File: src/rtl/vsl_pkg.sv
package vsl_pkg;
  localparam int unsigned PTR_N = 3;
  localparam int unsigned SEL_W = 2;

  localparam logic [SEL_W-1:0] SEL_IN0 = 2'd0;
  localparam logic [SEL_W-1:0] SEL_IN1 = 2'd1;
  localparam logic [SEL_W-1:0] SEL_OUT = 2'd2;

  typedef enum logic [2:0] {
    LSF_NONE   = 3'd0,
    LSF_ST_W   = 3'd1,
    LSF_BAD    = 3'd2,
    LSF_ST_D   = 3'd3,
    LSF_LD0_W  = 3'd4,
    LSF_LD1_W  = 3'd5,
    LSF_LD0_D  = 3'd6,
    LSF_LD1_D  = 3'd7
  } lsf_e;

  typedef struct packed {
    logic             go;
    logic             bad;
    logic             store;
    logic             dbl;
    logic [SEL_W-1:0] psel;
  } lsf_dec_t;
endpackage

File: src/rtl/vsl_decode.sv
module vsl_decode
  import vsl_pkg::*;
(
  input  logic [2:0] lsf_i,
  output lsf_dec_t   dec_o
);
  lsf_e code;

  always_comb begin
    code        = lsf_e'(lsf_i);
    // bit 1 alone never starts a transfer
    dec_o.go    = lsf_i[2] | lsf_i[0];
    dec_o.bad   = (code == LSF_BAD);
    dec_o.store = (code == LSF_ST_W) || (code == LSF_ST_D);
    dec_o.dbl   = (code == LSF_ST_D) || (code == LSF_LD0_D) || (code == LSF_LD1_D);
    if (dec_o.store)   dec_o.psel = SEL_OUT;
    else if (lsf_i[0]) dec_o.psel = SEL_IN1;
    else               dec_o.psel = SEL_IN0;
  end
endmodule

File: src/rtl/vsl_ptr_bank.sv
module vsl_ptr_bank
  import vsl_pkg::*;
#(
  parameter int unsigned     ADDR_W     = 32,
  parameter int unsigned     CR_AW      = 16,
  parameter logic [CR_AW-1:0] CR_BASE   = 16'h4000,
  parameter int unsigned     WORD_BYTES = 4
) (
  input  logic                            clk_i,
  input  logic                            rst_ni,
  input  logic                            cr_we_i,
  input  logic [CR_AW-1:0]                cr_addr_i,
  input  logic [ADDR_W-1:0]               cr_wdata_i,
  output logic [ADDR_W-1:0]               cr_rdata_o,
  output logic                            cr_hit_o,
  input  logic                            inc_i,
  input  logic [SEL_W-1:0]                inc_sel_i,
  input  logic                            inc_dbl_i,
  output logic [PTR_N-1:0][ADDR_W-1:0]    ptr_o
);
  localparam logic [ADDR_W-1:0] STEP_W = ADDR_W'(WORD_BYTES);
  localparam logic [ADDR_W-1:0] STEP_D = ADDR_W'(2 * WORD_BYTES);

  logic [PTR_N-1:0][ADDR_W-1:0] ptr_q;

  for (genvar g = 0; g < PTR_N; g++) begin : g_ptr
    logic wr_hit, inc_hit;
    assign wr_hit  = cr_we_i && (cr_addr_i == CR_BASE + CR_AW'(g));
    assign inc_hit = inc_i && (inc_sel_i == SEL_W'(g));

    always_ff @(posedge clk_i or negedge rst_ni) begin
      if (!rst_ni)      ptr_q[g] <= '0;
      else if (wr_hit)  ptr_q[g] <= cr_wdata_i;   // software write wins
      else if (inc_hit) ptr_q[g] <= ptr_q[g] + (inc_dbl_i ? STEP_D : STEP_W);
    end
  end

  always_comb begin
    cr_hit_o   = 1'b0;
    cr_rdata_o = '0;
    for (int i = 0; i < PTR_N; i++) begin
      if (cr_addr_i == CR_BASE + CR_AW'(i)) begin
        cr_hit_o   = 1'b1;
        cr_rdata_o = ptr_q[i];
      end
    end
  end

  assign ptr_o = ptr_q;
endmodule

File: src/rtl/vsl_xfer.sv
module vsl_xfer
  import vsl_pkg::*;
#(
  parameter int unsigned ADDR_W = 32,
  parameter int unsigned WORD_W = 32,
  parameter int unsigned RF_AW  = 5
) (
  input  logic                clk_i,
  input  logic                rst_ni,
  input  logic                op_valid_i,
  input  lsf_dec_t            dec_i,
  input  logic [RF_AW-1:0]    rd_i,
  input  logic [ADDR_W-1:0]   addr_i,
  input  logic [WORD_W-1:0]   st_word_i,
  input  logic [2*WORD_W-1:0] st_pair_i,
  output logic                busy_o,
  output logic                illegal_o,
  output logic                mem_req_o,
  output logic                mem_we_o,
  output logic                mem_dbl_o,
  output logic [ADDR_W-1:0]   mem_addr_o,
  output logic [2*WORD_W-1:0] mem_wdata_o,
  input  logic                mem_ack_i,
  input  logic [2*WORD_W-1:0] mem_rdata_i,
  output logic                rf_we_o,
  output logic                rf_pwe_o,
  output logic [RF_AW-1:0]    rf_waddr_o,
  output logic [WORD_W-1:0]   rf_wdata_o,
  output logic [2*WORD_W-1:0] rf_pwdata_o,
  output logic                inc_o,
  output logic [SEL_W-1:0]    inc_sel_o,
  output logic                inc_dbl_o
);
  logic                busy_q, ill_q, store_q, dbl_q;
  logic [SEL_W-1:0]    sel_q;
  logic [RF_AW-1:0]    rd_q;
  logic [ADDR_W-1:0]   addr_q;
  logic [2*WORD_W-1:0] wdata_q;
  logic                accept, done;

  assign accept = op_valid_i && !busy_q;
  assign done   = busy_q && mem_ack_i;

  always_ff @(posedge clk_i or negedge rst_ni) begin
    if (!rst_ni) begin
      busy_q  <= 1'b0;
      ill_q   <= 1'b0;
      store_q <= 1'b0;
      dbl_q   <= 1'b0;
      sel_q   <= '0;
      rd_q    <= '0;
      addr_q  <= '0;
      wdata_q <= '0;
    end else begin
      ill_q <= accept && dec_i.bad;
      if (accept && dec_i.go) begin
        busy_q  <= 1'b1;
        store_q <= dec_i.store;
        dbl_q   <= dec_i.dbl;
        sel_q   <= dec_i.psel;
        rd_q    <= rd_i;
        addr_q  <= addr_i;
        wdata_q <= dec_i.dbl ? st_pair_i : {{WORD_W{1'b0}}, st_word_i};
      end else if (done) begin
        busy_q <= 1'b0;
      end
    end
  end

  assign busy_o      = busy_q;
  assign illegal_o   = ill_q;
  assign mem_req_o   = busy_q;
  assign mem_we_o    = busy_q && store_q;
  assign mem_dbl_o   = busy_q && dbl_q;
  assign mem_addr_o  = addr_q;
  assign mem_wdata_o = wdata_q;

  assign rf_we_o     = done && !store_q && !dbl_q;
  assign rf_pwe_o    = done && !store_q && dbl_q;
  assign rf_waddr_o  = rd_q;
  assign rf_wdata_o  = mem_rdata_i[WORD_W-1:0];
  assign rf_pwdata_o = mem_rdata_i;

  assign inc_o     = done;
  assign inc_sel_o = sel_q;
  assign inc_dbl_o = dbl_q;
endmodule

File: src/rtl/vec_stream_lsu.sv
module vec_stream_lsu
  import vsl_pkg::*;
#(
  parameter int unsigned      ADDR_W  = 32,
  parameter int unsigned      WORD_W  = 32,
  parameter int unsigned      RF_AW   = 5,
  parameter int unsigned      CR_AW   = 16,
  parameter logic [CR_AW-1:0] CR_BASE = 16'h4000
) (
  input  logic                clk_i,
  input  logic                rst_ni,
  input  logic                op_valid_i,
  input  logic [2:0]          op_lsf_i,
  input  logic [RF_AW-1:0]    op_rd_i,
  output logic                busy_o,
  output logic                illegal_o,
  input  logic                cr_we_i,
  input  logic [CR_AW-1:0]    cr_addr_i,
  input  logic [ADDR_W-1:0]   cr_wdata_i,
  output logic [ADDR_W-1:0]   cr_rdata_o,
  output logic                cr_hit_o,
  output logic [RF_AW-1:0]    rf_raddr_o,
  input  logic [WORD_W-1:0]   rf_rdata_i,
  input  logic [2*WORD_W-1:0] rf_pdata_i,
  output logic                rf_we_o,
  output logic                rf_pwe_o,
  output logic [RF_AW-1:0]    rf_waddr_o,
  output logic [WORD_W-1:0]   rf_wdata_o,
  output logic [2*WORD_W-1:0] rf_pwdata_o,
  output logic                mem_req_o,
  output logic                mem_we_o,
  output logic                mem_dbl_o,
  output logic [ADDR_W-1:0]   mem_addr_o,
  output logic [2*WORD_W-1:0] mem_wdata_o,
  input  logic                mem_ack_i,
  input  logic [2*WORD_W-1:0] mem_rdata_i
);
  localparam int unsigned WORD_BYTES = WORD_W / 8;

  lsf_dec_t                     dec;
  logic [PTR_N-1:0][ADDR_W-1:0] ptr_q;
  logic [ADDR_W-1:0]            sel_addr;
  logic                         inc;
  logic [SEL_W-1:0]             inc_sel;
  logic                         inc_dbl;

  vsl_decode i_decode (
    .lsf_i (op_lsf_i),
    .dec_o (dec)
  );

  always_comb begin
    sel_addr = '0;
    for (int i = 0; i < PTR_N; i++)
      if (dec.psel == SEL_W'(i)) sel_addr = ptr_q[i];
  end

  assign rf_raddr_o = op_rd_i;

  vsl_ptr_bank #(
    .ADDR_W     (ADDR_W),
    .CR_AW      (CR_AW),
    .CR_BASE    (CR_BASE),
    .WORD_BYTES (WORD_BYTES)
  ) i_ptr_bank (
    .clk_i      (clk_i),
    .rst_ni     (rst_ni),
    .cr_we_i    (cr_we_i),
    .cr_addr_i  (cr_addr_i),
    .cr_wdata_i (cr_wdata_i),
    .cr_rdata_o (cr_rdata_o),
    .cr_hit_o   (cr_hit_o),
    .inc_i      (inc),
    .inc_sel_i  (inc_sel),
    .inc_dbl_i  (inc_dbl),
    .ptr_o      (ptr_q)
  );

  vsl_xfer #(
    .ADDR_W (ADDR_W),
    .WORD_W (WORD_W),
    .RF_AW  (RF_AW)
  ) i_xfer (
    .clk_i       (clk_i),
    .rst_ni      (rst_ni),
    .op_valid_i  (op_valid_i),
    .dec_i       (dec),
    .rd_i        (op_rd_i),
    .addr_i      (sel_addr),
    .st_word_i   (rf_rdata_i),
    .st_pair_i   (rf_pdata_i),
    .busy_o      (busy_o),
    .illegal_o   (illegal_o),
    .mem_req_o   (mem_req_o),
    .mem_we_o    (mem_we_o),
    .mem_dbl_o   (mem_dbl_o),
    .mem_addr_o  (mem_addr_o),
    .mem_wdata_o (mem_wdata_o),
    .mem_ack_i   (mem_ack_i),
    .mem_rdata_i (mem_rdata_i),
    .rf_we_o     (rf_we_o),
    .rf_pwe_o    (rf_pwe_o),
    .rf_waddr_o  (rf_waddr_o),
    .rf_wdata_o  (rf_wdata_o),
    .rf_pwdata_o (rf_pwdata_o),
    .inc_o       (inc),
    .inc_sel_o   (inc_sel),
    .inc_dbl_o   (inc_dbl)
  );
endmodule

File: config.mk
export PLATFORM = sky130hd
export DESIGN_NAME = vec_stream_lsu
export DESIGN_NICKNAME = d
export VERILOG_FILES = /design/src/rtl/vsl_pkg.sv /design/src/rtl/vsl_decode.sv /design/src/rtl/vsl_ptr_bank.sv /design/src/rtl/vsl_xfer.sv /design/src/rtl/vec_stream_lsu.sv
export SDC_FILE = /design/constraint.sdc
export NUM_CORES = 1
export LEC_CHECK = 0
export BUFFER_PORTS_ARGS = -buffer_cell sky130_fd_sc_hd__buf_2
export CAP_MARGIN = 20
export CORE_AREA = 2 2 181 183
export CTS_CLUSTER_DIAMETER = 200
export DETAILED_ROUTE_END_ITERATION = 7
export DIE_AREA = 0 0 183 185
export PLACE_DENSITY = 0.58
export SYNTH_ARGS = -nofsm -noshare
export SYNTH_HDL_FRONTEND = slang
export SYNTH_SLANG_ARGS = --single-unit
File: constraint.sdc
create_clock -name clk_i -period 3.2 [get_ports clk_i]
set_input_delay 0.32 -clock clk_i [delete_from_list [all_inputs] [get_ports clk_i]]
set_output_delay 0.32 -clock clk_i [all_outputs]
set_load 0.005 [all_outputs]
* After elaboration in Yosys (flattened, before gate mapping) *
Index checks and enable logic that the tools add are counted.

word-level totals
  register bits after elaboration = 203
  input bits = 221
  output and inout port bits = 242
  logic and storage cells = 75

cells by class
  $add $sub $neg = 3
  equal/unequal tests = 12
  muxes and demuxes = 21
  bitwise logic cells = 1
  reductions and logical operators = 27

operator list
  operator                                                            count
  32-bit 2-to-1 mux                                                   12
  32-bit adder                                                        3
  64-bit 2-to-1 mux                                                   1
  16-bit by 15-bit == test with 1-bit output (second input constant)  3
  1-bit logical AND                                                   15
  2-bit nonzero test                                                  4
  3-bit by 2-bit == test with 1-bit output (second input constant)    2
  3-bit == test (second input constant)                               2
  1-bit 2-to-1 mux                                                    6
  2-bit by 1-bit == test with 1-bit output (second input constant)    2
  2-bit == test (second input constant)                               2
  2-bit zero test                                                     2
  4-bit 2-to-1 mux                                                    1
  3-bit by 1-bit == test with 1-bit output (second input constant)    1
  1-bit zero test                                                     3
  1-bit logical OR                                                    3
  2-bit 2-to-1 mux                                                    1
  1-bit bitwise OR                                                    1

* Logic depth before layout (Yosys ltp) *
Gate-level depths: netlist (run 1).

  depth after elaboration = 7
  depth in mapped cells = 10

* By module *
A second synthesis (run 1) with hierarchy kept.

second synthesis, totals
  cells, all modules = 1266
  area, all modules = 12537.0 um2

by module, submodules not included
  module          times used  cells an instance  area each (um2)
  vsl_ptr_bank    1           744                6291.0
  vsl_xfer        1           434                5378.9
  vec_stream_lsu  1           82                 824.5
  vsl_decode      1           6                  42.5

* Worst setup path before layout (run 1) *
No wires, ideal clock.

  path type = register to register
  from = reg i_xfer.dbl_q (netlist: i_xfer.inc_dbl_o)
  to = reg i_ptr_bank.ptr_q, in the netlist i_ptr_bank.ptr_o[24]
  setup time = 76 ps
  data arrival time = 2374 ps
  data required time = 3124 ps
  slack = 750 ps
  stages on the path, launching flop included = 9
  buffers on the path = 0
  period minus slack after synthesis = 2450 ps
  cells stage by stage = dfrtp_1 -> inv_1 -> ha_1 -> inv_1 -> fa_1 -> nor4b_1 -> nand4_1 -> xor2_1 -> o21ai_1

on the way
  cells in the longest elaborated chain, start to end = 4

RTL lines
  item                            line                source
  start: declaration              vsl_xfer.sv:34      logic busy_q, ill_q, store_q, dbl_q;
  start signal: assignment        vsl_xfer.sv:59      dbl_q <= dec_i.dbl;
  4-bit 2-to-1 mux                vsl_ptr_bank.sv:34  else if (inc_hit) ptr_q[g] <= ptr_q[g] + (inc_dbl_i ? STEP_D : STEP_W);
  32-bit adder                    vsl_ptr_bank.sv:34
  32-bit 2-to-1 mux               vsl_ptr_bank.sv:34
  32-bit 2-to-1 mux               vsl_ptr_bank.sv:33  else if (wr_hit) ptr_q[g] <= cr_wdata_i;
  end signal: indexed assignment  vsl_ptr_bank.sv:33
  end signal: indexed assignment  vsl_ptr_bank.sv:34
  end: declaration                vsl_ptr_bank.sv:24  logic [PTR_N-1:0][ADDR_W-1:0] ptr_q;

Every way passes these cells. The select of a mux whose other input is x is not followed.
A chain may end at the register's enable or synchronous reset.

* Worst setup path after layout (run 1) *
  from = reg i_xfer.dbl_q (netlist: i_xfer.inc_dbl_o)
  to = reg i_ptr_bank.ptr_q, in the netlist i_ptr_bank.ptr_o[92]

Same word-level chain as after synthesis.

==> impl_results.html, run 1 <==
<table>
<tr><th>Metric</th><th>Value</th></tr>
<tr><th colspan="2">Logic synthesis</th></tr>
<tr><td>Top_reg_cell synth</td><td>sky130_fd_sc_hd__dfrtp_1</td></tr>
<tr><td>Number of nets produced by synthesis</td><td>1461</td></tr>
<tr><td>Cell count after synthesis</td><td>roughly 1200</td></tr>
<tr><td>Post-synthesis cell area</td><td>approximately 11000 um2</td></tr>
<tr><td>Number of synthesis warnings</td><td>0</td></tr>
<tr><td>Share of flip-flops with an asynchronous set or reset after synthesis</td><td>between 90% and 100%</td></tr>
<tr><td>EDFF count, synth</td><td>0</td></tr>
<tr><td>Number of unique standard cell types used by synthesis</td><td>50</td></tr>
<tr><td>Post-Synthesis Mean Instance Area</td><td>9.280 um2</td></tr>
<tr><td>Fraction of the yosys area taken by sequential cells</td><td>between 40% and 50%</td></tr>
<tr><td>Total of flip-flops plus latches after synthesis</td><td>around 200</td></tr>
<tr><th colspan="2">Clock tree</th></tr>
<tr><td>CTS tree</td><td>built</td></tr>
<tr><td>Hold-fix buffer count after cts</td><td>31</td></tr>
<tr><td>Number of levels the H-tree was split into</td><td>1</td></tr>
<tr><td>Setup repair bufs after CTS</td><td>0</td></tr>
<tr><td>Number of instances resized during post-cts repair</td><td>0</td></tr>
<tr><td>Number of buffers on the longest clock path</td><td>3</td></tr>
<tr><td>Clock tree root buffer cell</td><td>sky130_fd_sc_hd__clkbuf_16</td></tr>
<tr><td>Insertion delay to the later sink of the worst-skew pair</td><td>approximately 0.54 ns</td></tr>
<tr><td>Total number of clock tree sinks</td><td>202</td></tr>
<tr><td>Clock buffers created by TritonCTS</td><td>25</td></tr>
<tr><td>Clock-pin transition on the worst setup and hold timing paths</td><td>0.06 ns</td></tr>
<tr><th colspan="2">STA</th></tr>
<tr><td>Post-layout minimum cycle time</td><td>2.687 ns</td></tr>
<tr><td>Worst slew pin tran</td><td>1.118 ns</td></tr>
<tr><td>Max Clk Rate</td><td>~0.37 GHz</td></tr>
<tr><td>Final total negative setup slack</td><td>0 ns</td></tr>
<tr><td>RSZ-0062 raised after global routing</td><td>false</td></tr>
<tr><td>Worst setup skew after layout</td><td>0.01716 ns</td></tr>
<tr><td>Count of final hold-check violations</td><td>0</td></tr>
<tr><td>Worst slew margin relative to its limit</td><td>25.27%</td></tr>
<tr><td>Number of max-slew violations in the final report</td><td>0</td></tr>
<tr><td>Period Utilization, post-route</td><td>83.98%</td></tr>
<tr><td>Total setup violations reported at the end of the flow</td><td>0</td></tr>
<tr><th colspan="2">Power and ir drop</th></tr>
<tr><td>Power density of the placed cells</td><td>roughly 540 nW/um2</td></tr>
<tr><td>Switch Pwr</td><td>2162 uW</td></tr>
<tr><td>Share of power burned in the clock network</td><td>38.9%</td></tr>
<tr><td>IR drop worst, VDD</td><td>0.3447 mV</td></tr>
<tr><td>Combinational share of power</td><td>18.5%</td></tr>
<tr><td>Leakage power</td><td>0.006756 uW</td></tr>
<tr><td>Proportion of power drawn by flip-flops and latches</td><td>42.6%</td></tr>
<tr><td>Share of total power consumed by net switching</td><td>a little under 30%</td></tr>
<tr><td>Power Internal</td><td>5301 uW</td></tr>
<tr><th colspan="2">Setup path</th></tr>
<tr><td>Kind of start point of the critical path</td><td>register</td></tr>
<tr><td>Kind of cell adding the most delay to the critical path</td><td>simple AND/OR/NAND/NOR gates</td></tr>
<tr><td>R2R Path Start</td><td>i_xfer.inc_dbl_o</td></tr>
<tr><td>CP required</td><td>around 3.7 ns</td></tr>
<tr><td>Critical Path Source</td><td>i_xfer.inc_dbl_o</td></tr>
<tr><td>Path type of the worst setup path</td><td>register to register</td></tr>
<tr><td>Worst-path cell with the longest stage delay</td><td>sky130_fd_sc_hd__fa_1</td></tr>
<tr><td>Longest individual stage delay on the worst path</td><td>around 0.46 ns</td></tr>
<tr><td>Crit-path cells</td><td>inv_1, ha_1, inv_1, fa_1, nor4_4, nand3_1, or3_1, a31oi_1</td></tr>
<tr><td>Cell with the most instances on the worst path</td><td>sky130_fd_sc_hd__inv_1</td></tr>
<tr><td>Number of buffers and inverters on the critical path</td><td>2</td></tr>
<tr><td>Kind of end point of the critical path</td><td>register</td></tr>
<tr><td>CP arrival</td><td>3.13 ns</td></tr>
<tr><td>Largest fanout of any net on the critical path</td><td>8</td></tr>
<tr><th colspan="2">Run</th></tr>
<tr><td>Max Cap Violations</td><td>0</td></tr>
<tr><th colspan="2">Detailed routing</th></tr>
<tr><td>Vias per inst</td><td>5.485</td></tr>
<tr><td>Count of antenna-violating nets left after detailed routing</td><td>0</td></tr>
<tr><td>Vias post-DR</td><td>10190</td></tr>
<tr><td>Average wire per cell in the routed design</td><td>21.22 um</td></tr>
<tr><td>Total Routed Length</td><td>39410 um</td></tr>
<tr><td>Length of the first detailed-routing pass in iterations</td><td>7</td></tr>
<tr><td>Violation count after the first detailed-routing iteration</td><td>about 940</td></tr>
<tr><td>Post-detailed-route DRC marker count</td><td>0</td></tr>
<tr><th colspan="2">Floorplanning</th></tr>
<tr><td>Placeable core region</td><td>32040 um2</td></tr>
<tr><td>Die height</td><td>185 um</td></tr>
<tr><td>Initial core utilization</td><td>a little over a third</td></tr>
<tr><td>Io pins</td><td>about 460</td></tr>
<tr><td>Floorplan row count</td><td>66</td></tr>
<tr><td>Die extent in x</td><td>183 um</td></tr>
<tr><td>Die Area</td><td>33860 um2</td></tr>
<tr><th colspan="2">Final layout</th></tr>
<tr><td>Filler cells</td><td>~3200</td></tr>
<tr><td>Layout cell share with drive strength beyond 1</td><td>29.35%</td></tr>
<tr><td>Post-Route Utilization</td><td>between 40% and 50%</td></tr>
<tr><td>Area grow syn2layout</td><td>20.80%</td></tr>
<tr><td>Total non-filler cell area in the finished layout</td><td>approximately 14000 um2</td></tr>
<tr><td>Combined flip-flop and latch cell area</td><td>5055 um2</td></tr>
<tr><td>Area of combinational cells with multiple inputs</td><td>5130 um2</td></tr>
<tr><td>NumNets Final</td><td>~1700</td></tr>
<tr><th colspan="2">Worst hold path</th></tr>
<tr><td>Classification of the worst-slack hold path</td><td>primary input to register</td></tr>
<tr><td>Worst min-delay path startpoint</td><td>rf_pdata_i[43]</td></tr>
<tr><th colspan="2">Placement</th></tr>
<tr><td>HPWL Detailed</td><td>28200 um</td></tr>
<tr><td>Final estimated routing congestion in global placement</td><td>approximately 0.86</td></tr>
<tr><td>Number of buffers inserted by port buffering</td><td>302</td></tr>
<tr><td>Instance area at placement</td><td>around 13000 um2</td></tr>
<tr><th colspan="2">GRT</th></tr>
<tr><td>Number of antenna violations at the first check in global routing</td><td>3</td></tr>
<tr><td>Via count of the first global-routing pass</td><td>about 10000</td></tr>
<tr><td>Pin count of the biggest net entering global routing</td><td>107</td></tr>
<tr><td>Overflow after GRT</td><td>0</td></tr>
<tr><td>Combined global-route utilization of all metal layers</td><td>22.76%</td></tr>
<tr><td>First-pass GRT wire length</td><td>59710 um</td></tr>
<tr><th colspan="2">Outcome</th></tr>
<tr><td>Status</td><td>complete, no violations</td></tr>
</table>
cell usage in the layout (no fill, tap or decap), drive strengths merged, types with 31 or more instances in the layout:
cell type,n
nand4,32
clkbuf,35
inv,46
xor2,55
dlygate4sd3,31
o21ai,68
a21oi,94
nor2,98
mux2,36
dfrtp,202
a222oi,32
nand2,103
nand3,32
a22o,32
buf,333
o22ai,77
cells by family after synthesis:
kind of cell	share of synthesized area, %
and+or+nand+nor	15.51
AOI/OAI and AO/OA	17.78
buffers and inverters	11.26
DFF	44.25
xor gates and xnor gates	6.210
muxes	3.812
adders and majority gates	1.183
registers in the layout, indices dropped and copies added (netlist names):
| register | cells |
|---|---|
| i_xfer.inc_dbl_o | 1 |
| i_xfer.rf_waddr_o | 5 |
| i_xfer.inc_sel_o | 1 |
| i_xfer.busy_o | 1 |
| i_xfer.store_q | 1 |
| i_xfer.illegal_o | 1 |
| i_ptr_bank.ptr_o | 96 |
| i_xfer.mem_addr_o | 32 |
| i_xfer.mem_wdata_o | 64 |
through the flow:
stage	hold WS, ns	worst slack, ns	power (uW)	cells
6_report	0.03363	0.5127	7463	1857
5_1_grt	0.01664	0.2167	7850	1856
4_1_cts	0.005471	0.4836	7546	1856
3_5_place_dp	0.3963	0.5425	4586	1783
3_3_place_gp	0.3996	0.6149	4552	1783
2_1_floorplan	0.02441	0.7502	3941	1231
routing by layer:
layer | wire length, um | global-route usage (%) | vias up
li1 | - | - | 4726
met1 | 16110 | 29.07 | 4901
met2 | 19000 | 38.95 | 476
met3 | 3159 | 4.738 | 76
met4 | 1095 | 6.624 | 6
met5 | 46 | 0 | -
cell type report:
type | count | share of cell area (%)
multi-input combinational | 794 | 37.17
sequential | 202 | 36.63
timing repair buffer | 365 | 15.28
clock buffer | 34 | 5.068
tap | 408 | 3.699
inverter | 45 | 1.224
clock inverter | 8 | 0.9067
antenna | 1 | 0.01813
cells in the mapped netlist, types with 26 or more instances:
cell type	instances	area (um2)
sky130_fd_sc_hd__nor2_1	98	367.9
sky130_fd_sc_hd__nand3_1	32	160.2
sky130_fd_sc_hd__nand4_1	31	193.9
sky130_fd_sc_hd__a21oi_1	94	470.5
sky130_fd_sc_hd__clkbuf_1	67	251.5
sky130_fd_sc_hd__mux2_2	34	382.9
sky130_fd_sc_hd__nand2_1	103	386.6
sky130_fd_sc_hd__inv_1	45	168.9
sky130_fd_sc_hd__o21ai_0	49	245.2
sky130_fd_sc_hd__buf_4	103	773.2
sky130_fd_sc_hd__a22o_1	32	280.3
sky130_fd_sc_hd__xor2_1	55	481.7
sky130_fd_sc_hd__o22ai_1	77	481.7
sky130_fd_sc_hd__a222oi_1	32	320.3
sky130_fd_sc_hd__xnor2_1	26	227.7
sky130_fd_sc_hd__dfrtp_1	202	5055
worst paths after layout:
kind | endpoint | slack, ns | cells after the start
worst max-delay path | i_ptr_bank.ptr_o[92] | 0.51 | 8
worst min-delay path | i_xfer.mem_wdata_o[43] | 0.03 | 2
worst max register to register | i_ptr_bank.ptr_o[92] | 0.51 | 8
worst min register to register | i_xfer.mem_wdata_o[7] | 0.47 | 2
max in group asynchronous | i_xfer.mem_wdata_o[34] | 1.89 | 3
min in group asynchronous | i_xfer.mem_addr_o[23] | 0.37 | 2
worst reg2reg max path: stages (launching register included):
cell and delay [ns]:
sky130_fd_sc_hd__dfrtp_1 0.44, sky130_fd_sc_hd__inv_1 0.30, sky130_fd_sc_hd__ha_1 0.25, sky130_fd_sc_hd__inv_1 0.06
sky130_fd_sc_hd__fa_1 0.46, sky130_fd_sc_hd__nor4_4 0.37, sky130_fd_sc_hd__nand3_1 0.21, sky130_fd_sc_hd__or3_1 0.35
sky130_fd_sc_hd__a31oi_1 0.17
power by group through the flow:
| stage | clock (uW) | combinational, uW | sequential (uW) |
|---|---|---|---|
| after floorplan | 0 | 770 | 3170 |
| after global placement | 0 | 1340 | 3210 |
| after detailed placement | 0 | 1360 | 3220 |
| after CTS | 2960 | 1400 | 3180 |
| after global routing | 3070 | 1550 | 3230 |
| final | 2900 | 1380 | 3180 |
Power figures use the tool's default switching activity.
==> run 2, diff against run 1 <==
CORE_AREA = 2 2 178 180   (was 2 2 181 183)
DIE_AREA = 0 0 180 182   (was 0 0 183 185)
PLACE_DENSITY = 0.63   (was 0.58)
clock period = 2.18 ns   (was 3.2 ns; I/O delays follow)
==> run 2 against run 1 <==
Die area shrank 3.2%. Maximum frequency increased by 25%. Worst setup slack lost 0.49 ns. The flow now finishes with violations (DRC). Via count is 5.8% higher. Count of clock-buffer cells in the layout rose by 3. Sequential power grew 45%. Global-route usage grew 1.3 points. Total power rose by 55%. Combinational power is 71% higher. Final cell count is 5.8% higher.
==> impl_results.html, run 2 (synthesized netlist as in run 1, its figures left out) <==
<table>
<tr><th>Metric</th><th>Value</th></tr>
<tr><th colspan="2">Clock tree</th></tr>
<tr><td>Clock tree root buffer cell</td><td>sky130_fd_sc_hd__clkbuf_16</td></tr>
<tr><td>CTS tree</td><td>built</td></tr>
<tr><td>Clock buffers created by TritonCTS</td><td>25</td></tr>
<tr><td>Insertion delay to the later sink of the worst-skew pair</td><td>0.53 ns</td></tr>
<tr><td>Number of levels the H-tree was split into</td><td>1</td></tr>
<tr><td>Clock-pin transition on the worst setup and hold timing paths</td><td>0.06 ns</td></tr>
<tr><td>Total number of clock tree sinks</td><td>around 200</td></tr>
<tr><td>Number of buffers on the longest clock path</td><td>3</td></tr>
<tr><th colspan="2">Detailed routing</th></tr>
<tr><td>Post-detailed-route DRC marker count</td><td>9</td></tr>
<tr><td>Count of antenna-violating nets left after detailed routing</td><td>0</td></tr>
<tr><td>Vias post-DR</td><td>around 11000</td></tr>
<tr><td>Total Routed Length</td><td>40430 um</td></tr>
<tr><td>Violation count after the first detailed-routing iteration</td><td>roughly 1100</td></tr>
<tr><td>Average wire per cell in the routed design</td><td>approximately 21 um</td></tr>
<tr><td>Length of the first detailed-routing pass in iterations</td><td>8</td></tr>
<tr><td>Vias per inst</td><td>5.485</td></tr>
<tr><th colspan="2">Setup path</th></tr>
<tr><td>CP arrival</td><td>2.57 ns</td></tr>
<tr><td>Kind of end point of the critical path</td><td>register</td></tr>
<tr><td>Kind of start point of the critical path</td><td>register</td></tr>
<tr><td>Path type of the worst setup path</td><td>register to register</td></tr>
<tr><td>Number of cell instances on the worst register-to-register path</td><td>9</td></tr>
<tr><td>Slack of the worst reg-to-reg path</td><td>0.03 ns</td></tr>
<tr><td>Largest fanout of any net on the critical path</td><td>5</td></tr>
<tr><td>CP required</td><td>2.59 ns</td></tr>
<tr><th colspan="2">Final layout</th></tr>
<tr><td>NumNets Final</td><td>~1800</td></tr>
<tr><td>Max FFs per register</td><td>96</td></tr>
<tr><td>Total non-filler cell area in the finished layout</td><td>15090 um2</td></tr>
<tr><td>Most frequent cells in the layout</td><td>sky130_fd_sc_hd__buf_2 (301), sky130_fd_sc_hd__dfrtp_1 (201), sky130_fd_sc_hd__nand2_1 (103)</td></tr>
<tr><td>Layout cell share with drive strength beyond 1</td><td>roughly a third</td></tr>
<tr><td>Area grow syn2layout</td><td>32.08%</td></tr>
<tr><td>Most frequent standard cell in the layout excluding fill and tap cells</td><td>sky130_fd_sc_hd__buf_2</td></tr>
<tr><th colspan="2">Worst hold path</th></tr>
<tr><td>Classification of the worst-slack hold path</td><td>primary input to register</td></tr>
<tr><td>Hold path depth</td><td>3</td></tr>
<tr><th colspan="2">Placement</th></tr>
<tr><td>Post-Place Worst Slack</td><td>0.008710 ns</td></tr>
<tr><td>Final estimated routing congestion in global placement</td><td>0.8585</td></tr>
<tr><td>Instance area at placement</td><td>~13000 um2</td></tr>
<tr><td>Number of buffers inserted by port buffering</td><td>slightly above 300</td></tr>
<tr><td>HPWL Detailed</td><td>29470 um</td></tr>
<tr><th colspan="2">Floorplanning</th></tr>
<tr><td>Io pins</td><td>463</td></tr>
<tr><td>Placeable core region</td><td>30990 um2</td></tr>
<tr><td>Die Area</td><td>32760 um2</td></tr>
<tr><td>Die height</td><td>182 um</td></tr>
<tr><td>Initial core utilization</td><td>36.87%</td></tr>
<tr><td>Floorplan row count</td><td>65</td></tr>
<tr><td>Die extent in x</td><td>180 um</td></tr>
<tr><th colspan="2">STA</th></tr>
<tr><td>Period Utilization, post-route</td><td>a little over nine tenths</td></tr>
<tr><td>Post-layout minimum cycle time</td><td>2.153 ns</td></tr>
<tr><td>Total setup violations reported at the end of the flow</td><td>0</td></tr>
<tr><td>Final total negative setup slack</td><td>0 ns</td></tr>
<tr><td>Max Clk Rate</td><td>about 0.46 GHz</td></tr>
<tr><td>Worst setup skew after layout</td><td>0.01328 ns</td></tr>
<tr><td>Final setup slack of the worst path</td><td>0.02661 ns</td></tr>
<tr><td>Number of max-slew violations in the final report</td><td>0</td></tr>
<tr><td>RSZ-0062 raised after global routing</td><td>true</td></tr>
<tr><td>Worst slew pin tran</td><td>about 0.61 ns</td></tr>
<tr><td>Worst slew margin relative to its limit</td><td>59.54%</td></tr>
<tr><td>Count of final hold-check violations</td><td>0</td></tr>
<tr><th colspan="2">GRT</th></tr>
<tr><td>Overflow after GRT</td><td>0</td></tr>
<tr><td>Pin count of the biggest net entering global routing</td><td>100</td></tr>
<tr><td>Via count of the first global-routing pass</td><td>10930</td></tr>
<tr><td>Number of antenna violations at the first check in global routing</td><td>2</td></tr>
<tr><td>First-pass GRT wire length</td><td>62910 um</td></tr>
<tr><td>Combined global-route utilization of all metal layers</td><td>24.10%</td></tr>
<tr><th colspan="2">Outcome</th></tr>
<tr><td>Violations in the final reports</td><td>DRC</td></tr>
<tr><td>Status</td><td>finished, violations left</td></tr>
<tr><th colspan="2">Run</th></tr>
<tr><td>Max Cap Violations</td><td>0</td></tr>
<tr><th colspan="2">Power and ir drop</th></tr>
<tr><td>Power density of the placed cells</td><td>between 700 and 800 nW/um2</td></tr>
<tr><td>IR drop worst, VDD</td><td>between 0.6 and 0.7 mV</td></tr>
<tr><td>Leakage power</td><td>0.007382 uW</td></tr>
</table>
## run 2: cell count changes in the layout (fill, tap and decap cells not counted), sizes merged
cell / before / now
buf: 333 / 381
bufinv: 3 / 5
clkbuf: 35 / 39
clkinv: 3 / 2
diode: 1 / 2
dlygate4sd3: 31 / 91
inv: 46 / 45
## run 2: repair_timing
item | 4_1_cts | 5_1_grt
setup endpoints to repair | 3 | 46
gates resized for setup | 2 | 17
pin swaps | 0 | 5
gates cloned | 0 | 1
buffers inserted | 0 | 3
endpoints found under the hold margin | 181 | 0
hold buffers | 91 | 0
## run 2: area by class of cell
| cell class | instances | area (um2) |
|---|---|---|
| fill | 2897 | 15900 |
| sequential | 202 | 5056 |
| inverter | 45 | 171.4 |
| clock buffer | 37 | 750.7 |
| clock inverter | 8 | 167.7 |
| tap | 402 | 503.0 |
| multi-input combinational | 794 | 5218 |
| timing repair buffer | 474 | 3217 |
| antenna | 2 | 5.005 |
## run 2: where the power goes
part | internal (uW) | leakage [uW] | switching (uW)
sequential | 4240 | 0.00265 | 372
clock | 2960 | 0.000449 | 1660
combinational | 1190 | 0.00428 | 1170
total | 8380 | 0.00738 | 3200
## run 2: worst paths after layout
check | from | endpoint
min in group asynchronous | rst_ni | i_ptr_bank.ptr_o[52]
hold reg to reg | i_xfer.mem_wdata_o[25] | i_xfer.mem_wdata_o[25]
hold / removal | rf_rdata_i[24] | i_xfer.mem_wdata_o[24]
max in group asynchronous | rst_ni | i_xfer.mem_addr_o[4]
setup / recovery | i_xfer.inc_dbl_o | i_ptr_bank.ptr_o[20]
setup reg to reg | i_xfer.inc_dbl_o | i_ptr_bank.ptr_o[20]
## run 2: critical path: stages (launching register included)
cell	delay, ns
sky130_fd_sc_hd__dfrtp_2	0.42
sky130_fd_sc_hd__inv_4	0.09
sky130_fd_sc_hd__ha_1	0.17
sky130_fd_sc_hd__inv_1	0.06
sky130_fd_sc_hd__fa_2	0.37
sky130_fd_sc_hd__nor2b_2	0.15
sky130_fd_sc_hd__nand2_1	0.09
sky130_fd_sc_hd__nor4_1	0.46
sky130_fd_sc_hd__xnor2_1	0.17
sky130_fd_sc_hd__o21ai_0	0.08
## run 2: routing by layer
layer,wire [um],global-route usage (%),up-vias
li1,-,-,4943
met1,16440,30.73,5177
met2,19810,41.49,552
met3,2921,4.031,101
met4,1258,8.163,0
met5,0,0,-
## run 2: per-stage QoR
| step | instances | utilization [%] | power, uW | hold slack, ns |
|---|---|---|---|---|
| after floorplan | 1231 | - | 5815 | -0.07759 |
| after global placement | 1822 | 42.43 | 6850 | 0.2407 |
| after detailed placement | 1822 | 42.43 | 6902 | 0.2452 |
| after CTS | 1958 | 48.34 | 11680 | 0.001666 |
| after global routing | 1964 | 48.69 | 12190 | 0.02093 |
| final | 1964 | 48.69 | 11590 | 0.007263 |
